[config.mk]
export PLATFORM = sky130hd
export DESIGN_NAME = fpm_dram_seq
export DESIGN_NICKNAME = d
export VERILOG_FILES = /design/src/rtl/fpm_dram_seq.sv
export SDC_FILE = /design/constraint.sdc
export NUM_CORES = 1
export LEC_CHECK = 0
export ABC_AREA = 1
export BUFFER_PORTS_ARGS = -buffer_cell sky130_fd_sc_hd__buf_2
export CAP_MARGIN = 20
export CORE_MARGIN = 1
export CORE_UTILIZATION = 59
export CTS_BUF_LIST = sky130_fd_sc_hd__clkbuf_4 sky130_fd_sc_hd__clkbuf_8
export DETAILED_ROUTE_END_ITERATION = 10
export MAX_ROUTING_LAYER = met4
export PLACE_DENSITY = 0.83
export SLEW_MARGIN = 20
export SYNTH_ARGS = -nofsm -noshare
export SYNTH_HDL_FRONTEND = slang
export SYNTH_SLANG_ARGS = --single-unit
[constraint.sdc]
create_clock -name clk -period 2.1 [get_ports clk]
set_input_delay 0.63 -clock clk [delete_from_list [all_inputs] [get_ports clk]]
set_output_delay 0.63 -clock clk [all_outputs]
set_load 0.05 [all_outputs]
[src/rtl/fpm_dram_seq.sv]
module fpm_dram_seq #(
  parameter int ROW_W     = 11,
  parameter int COL_W     = 11,
  parameter int DQ_W      = 4,
  parameter int PAUSE_CYC = 5000,
  parameter int WAKE_CNT  = 8,
  parameter int REF_INT   = 780,
  parameter int REF_MAX   = 1560,
  parameter int T_RP      = 2,
  parameter int T_RAS     = 3,
  parameter int T_RAC     = 3,
  parameter int T_CAC     = 1,
  parameter int T_RAH     = 1,
  parameter int T_CP      = 1,
  parameter int T_CSR     = 1,
  parameter int T_WCS     = 1,
  localparam int ADDR_W   = (ROW_W > COL_W) ? ROW_W : COL_W
) (
  input  logic              clk,
  input  logic              rst_n,
  input  logic              req_valid,
  output logic              req_ready,
  input  logic              req_write,
  input  logic [ROW_W-1:0]  req_row,
  input  logic [COL_W-1:0]  req_col,
  input  logic [DQ_W-1:0]   req_wdata,
  output logic              rd_valid,
  output logic [DQ_W-1:0]   rd_data,
  output logic [ADDR_W-1:0] dram_addr,
  output logic              dram_ras_n,
  output logic              dram_cas_n,
  output logic              dram_we_n,
  output logic              dram_oe_n,
  output logic [DQ_W-1:0]   dram_dq_out,
  output logic              dram_dq_oe,
  input  logic [DQ_W-1:0]   dram_dq_in
);

  localparam int RAH_CYC = (T_RAH < 1) ? 1 : T_RAH;
  localparam int ROW_CYC = (T_WCS > RAH_CYC) ? T_WCS - RAH_CYC : 1;
  localparam int COL_A   = (T_CAC < 1) ? 1 : T_CAC;
  localparam int COL_B   = (T_RAC > RAH_CYC) ? T_RAC - RAH_CYC : 1;
  localparam int COL_C   = (T_RAS > RAH_CYC) ? T_RAS - RAH_CYC : 1;
  localparam int COL_AB  = (COL_A > COL_B) ? COL_A : COL_B;
  localparam int COL_CYC = (COL_AB > COL_C) ? COL_AB : COL_C;
  localparam int PRE_A   = (T_RP > T_CP) ? T_RP : T_CP;
  localparam int PRE_CYC = (PRE_A < 1) ? 1 : PRE_A;
  localparam int CSR_CYC = (T_CSR < 1) ? 1 : T_CSR;
  localparam int CBR_CYC = (T_RAS < 1) ? 1 : T_RAS;
  localparam int CNT_W   = $clog2(PAUSE_CYC + ROW_CYC + RAH_CYC + COL_CYC
                                  + PRE_CYC + CSR_CYC + CBR_CYC + 1);
  localparam int RC_W    = $clog2(REF_MAX + 2);
  localparam int WK_W    = $clog2(WAKE_CNT + 1);

  localparam logic [CNT_W-1:0] L_PAUSE = CNT_W'(PAUSE_CYC - 1);
  localparam logic [CNT_W-1:0] L_ROW   = CNT_W'(ROW_CYC - 1);
  localparam logic [CNT_W-1:0] L_RAH   = CNT_W'(RAH_CYC - 1);
  localparam logic [CNT_W-1:0] L_COL   = CNT_W'(COL_CYC - 1);
  localparam logic [CNT_W-1:0] L_PRE   = CNT_W'(PRE_CYC - 1);
  localparam logic [CNT_W-1:0] L_CSR   = CNT_W'(CSR_CYC - 1);
  localparam logic [CNT_W-1:0] L_CBR   = CNT_W'(CBR_CYC - 1);

  typedef enum logic [2:0] {
    S_PAUSE, S_IDLE, S_ROW, S_RAH, S_COL, S_CSR, S_CBR, S_PRE
  } state_t;

  state_t            state;
  logic [CNT_W-1:0]  cnt;
  logic              awake;
  logic [WK_W-1:0]   wake_left;
  logic [RC_W-1:0]   ref_cnt;
  logic [ROW_W-1:0]  row_q;
  logic [COL_W-1:0]  col_q;
  logic              wr_q;
  logic [DQ_W-1:0]   wdata_q;

  wire cnt_done = (cnt == '0);
  wire in_ref   = (state == S_CSR) || (state == S_CBR);
  wire ref_pend = awake && (ref_cnt >= RC_W'(REF_INT));
  wire miss     = awake && (ref_cnt == RC_W'(REF_MAX)) && !in_ref;

  assign req_ready   = (state == S_IDLE) && awake && !ref_pend;
  assign dram_ras_n  = !((state == S_RAH) || (state == S_COL) || (state == S_CBR));
  assign dram_cas_n  = !((state == S_COL) || in_ref);
  assign dram_we_n   = !(wr_q && ((state == S_ROW) || (state == S_RAH) || (state == S_COL)));
  assign dram_oe_n   = !(!wr_q && (state == S_COL));
  assign dram_addr   = (state == S_COL) ? ADDR_W'(col_q) : ADDR_W'(row_q);
  assign dram_dq_out = wdata_q;
  assign dram_dq_oe  = wr_q && ((state == S_RAH) || (state == S_COL));

  always_ff @(posedge clk or negedge rst_n) begin
    if (!rst_n) begin
      state     <= S_PAUSE;
      cnt       <= L_PAUSE;
      awake     <= 1'b0;
      wake_left <= WK_W'(WAKE_CNT);
      ref_cnt   <= '0;
      row_q     <= '0;
      col_q     <= '0;
      wr_q      <= 1'b0;
      wdata_q   <= '0;
      rd_valid  <= 1'b0;
      rd_data   <= '0;
    end else begin
      rd_valid <= 1'b0;
      if (!awake)                        ref_cnt <= '0;
      else if (ref_cnt != RC_W'(REF_MAX)) ref_cnt <= ref_cnt + 1'b1;
      if (miss) begin
        awake     <= 1'b0;
        wake_left <= WK_W'(WAKE_CNT);
      end
      case (state)
        S_PAUSE: if (cnt_done) state <= S_IDLE; else cnt <= cnt - 1'b1;
        S_IDLE: begin
          if (!awake || ref_pend) begin
            state <= S_CSR;
            cnt   <= L_CSR;
          end else if (req_valid) begin
            row_q   <= req_row;
            col_q   <= req_col;
            wr_q    <= req_write;
            wdata_q <= req_wdata;
            state   <= S_ROW;
            cnt     <= L_ROW;
          end
        end
        S_ROW: if (cnt_done) begin state <= S_RAH; cnt <= L_RAH; end
               else cnt <= cnt - 1'b1;
        S_RAH: if (cnt_done) begin state <= S_COL; cnt <= L_COL; end
               else cnt <= cnt - 1'b1;
        S_COL: begin
          if (cnt_done) begin
            if (!wr_q) begin
              rd_valid <= 1'b1;
              rd_data  <= dram_dq_in;
            end
            state <= S_PRE;
            cnt   <= L_PRE;
          end else cnt <= cnt - 1'b1;
        end
        S_CSR: if (cnt_done) begin state <= S_CBR; cnt <= L_CBR; end
               else cnt <= cnt - 1'b1;
        S_CBR: begin
          if (cnt_done) begin
            state <= S_PRE;
            cnt   <= L_PRE;
            if (!awake) begin
              if (wake_left == WK_W'(1)) awake <= 1'b1;
              wake_left <= wake_left - 1'b1;
            end else begin
              ref_cnt <= '0;
            end
          end else cnt <= cnt - 1'b1;
        end
        S_PRE: if (cnt_done) state <= S_IDLE; else cnt <= cnt - 1'b1;
        default: state <= S_IDLE;
      endcase
    end
  end

endmodule

==> flow_summary.toml <==
[status]
status = "finished with violations"
violations = "negative setup slack"

[critical_path]
worstPathArrival_ns = 1.56
worst-path-buf-inv = 2
slowest_stage = "dfrtp_1"
cpPeakStageDelay_ns = 0.39
start_kind = "register"
path_class = "register to output pin"
cp_common_cell = "nand2_1"
cp_max_fo = 7
critPathRequiredTime_ns = 1.47
worst_setup_path_end_kind = "output pin"
critPathTopFamily = "simple AND/OR/NAND/NOR gates"
crit_chain = "nor2_2 > nand2_4 > clkinvlp_4 > nand2_1 > nand2_1 > buf_6"

[power]
switchingPower_mw = 0.559
pwr-share-comb_pct = 3.0
intPower_mw = 1.97
finalPower_mw = 2.52
power_frac_seq_pct = 48.8
power.density_mw_per_mm2 = 534
vdd_drop_max_v = 0.000379
switching_share_pct = 22.1
p_leak_nw = 2.58
pwr-share-clk_pct = 48.2

[cells_and_area]
layout_commonest_cell = "nand2_1"
design_area_mm2 = 0.00473
fin_nets = 612
post-route-util_pct = 78.0
layout-drive-gt1-share_pct = 32.8
layout_common_cells = "nand2_1, inv_1, dfrtp_1"
syn2layout_area_growth_pct = 25.1
antenna_cells = 0

[synthesis]
postSynthAreaPerCell_um2 = 7.73
synthDominantAreaCellType = "dfrtp_1"
seq_area_frac_synth_pct = 42.6
synthCells = 489
synth_nets = 529
yosys_warnings = 0
synth_top_area_share_pct = 37.1
synth_area_leaders = "dfrtp_1, nand2_1, inv_1, o21ai_2, dfstp_2"
ys_ff_latch = 64
yosysUniqueCellTypes = 37
synth_area_mm2 = 0.00378

[sta]
slew_headroom_pct = 74.5
setup_viol_count_final = 11
fin_crit_ns = 2.19
finClkSkew_ns = 0.00800
slew_violations = 0
rsz0062_at_grt = "true"
worst_pin_slew_ns = 0.380
setup_slack_ns = -0.0882
finalCritPeriodShare_pct = 104
timing.fmax_mhz = 457
finalHoldViolCount = 0
holdWs_ns = 0.284

[global_routing]
grt_use_total_pct = 28.8
grt_max_degree = 65
antenna_found_initial = 0
grt_overflow = 0
grt_pass1_vias = 3114
grt_pass1_wl_um = 14000

[cts]
clkSlewWorstSetupHoldPaths_ns = 0.08
cts.htree.levels = 3
clkSinkCount = 64
insertion_delay_ns = 0.34
cts-root-buf = "clkbuf_8"
cts_buffer_depth = 2
cts_tree = "built"
cts_buffers = 9

[routing]
drt_wl_total_um = 9090
first_pass_iters = 5
viasPerCell = 5.13
routedWlPerCell_um = 13.9
via_count = 3347
drc = 0
ant_nets = 0
drt_iter0_drc = 178

[floorplanning]
core_mm2 = 0.00606
dieHeight_um = 82.0
num_rows = 28
die_area_mm2 = 0.00673
die_w_um = 82.0
start_util_pct = 62.4
io_pins = 60

[placement]
io_buffers = 59
gp_congestion = 0.899
preCtsSetupSlack_ns = 0.113
placed_area_mm2 = 0.00417
dpl.hpwl_um = 5510

[run]
max_cap_viol_count = 0

[min_path]
hold_path.class = "input pin to asynchronous set/reset pin"
[cells by family after synthesis]
kind of cell,Yosys count,synth area share [%]
AND/OR/NAND/NOR,255,30.9
buffers and inverters,98,11.2
flip-flops,64,42.6
AO/OA/AOI/OAI,55,10.8
XOR/XNOR,11,2.55
adder cells (fa/ha/maj),6,1.99
[layout make-up]
class | count | area, um^2
clock buffers | 10 | 138
clock inverters | 6 | 92.6
fillers | 395 | 1330
inverters | 88 | 339
multi-input cells | 327 | 1810
flip-flops and latches | 64 | 1610
well taps | 75 | 93.8
repair buffers | 81 | 632
repair inverters | 1 | 7.51
[power groups by stage]
stage / Combinational (mW) / Clock [mW] / Sequential (mW)
2_1_floorplan: 0.0155 / 0 / 1.26
3_3_place_gp: 0.0755 / 0 / 1.26
3_5_place_dp: 0.0768 / 0 / 1.26
4_1_cts: 0.0774 / 1.23 / 1.23
5_1_grt: 0.0871 / 1.28 / 1.23
6_report: 0.0766 / 1.22 / 1.23
[per-layer routing]
metal	global-route usage, %	up-vias	share of wire, %
met2	47.3	104	51
met3	6.44	22	5.2
li1	-	1662	-
met5	-	-	0
met4	11.6	0	2.5
met1	34.3	1559	41
[path summary, 6_finish.rpt]
kind,from,to,slack (ns),cells after the start
setup / recovery,state[1],dram_addr[10],-0.09,6
hold / removal,rst_n,ref_cnt[9],0.28,2
setup reg to reg,cnt[0],state[2],0.31,10
hold reg to reg,cnt[1],cnt[1],0.48,2
max in group asynchronous,rst_n,cnt[2],1.49,2
min in group clk,dram_dq_in[0],rd_data[0],0.48,3
[synth_stat cells]
master and n:
a21oi_1 7, a21oi_2 2, a21oi_4 1, and2_0 1, buf_2 2, buf_4 1
buf_6 6, clkbuf_1 1, clkinv_1 1, dfrtp_1 56, dfstp_2 8, ha_1 6
inv_1 80, inv_2 6, inv_4 1, nand2_1 155, nand2_2 15, nand2_4 3
nand3_1 26, nand3_2 3, nand3_4 1, nand3b_1 1, nand4_1 5, nor2_1 29
nor2_2 2, nor2_4 2, nor2_8 1, nor3_1 7, nor3_2 1, nor3b_1 2
nor3b_2 1, o21ai_0 10, o21ai_1 7, o21ai_2 27, o21ai_4 1, xnor2_1 1
xor2_1 10
[per-stage QoR]
stage,setup TNS (ns),instances
3_3_place_gp,0,621
6_report,-0.358,652
3_5_place_dp,0,621
2_1_floorplan,0,489
4_1_cts,-0.166,648
5_1_grt,-1.85,652
[flip-flops by register name (all words and copies together), names as in the netlist]
name and count:
awake 1, dram_dq_out 4, row_q 11, wake_left 4, state 3, ref_cnt 11, rd_valid 1, rd_data 4
wr_q 1, col_q 11, cnt 13
[worst register-to-register path, stage by stage (launching register included)]
cell and delay (ns):
dfstp_2 0.38, inv_1 0.08, ha_1 0.15, nand2_1 0.06, nor3_2 0.30, nand2_4 0.15
nand2_1 0.20, nand2_1 0.16, inv_2 0.11, nand2_1 0.07, nand2_1 0.08
[timing repair]
item / in CTS / in global routing
endpoints found under the setup margin: 16 / 16
setup buffers: 10 / 3
resized for setup: 32 / 30
hold buffers: 0 / 0
pin swaps: 4 / 7
gates cloned: 1 / 1
(Power assumes the default switching activity.)
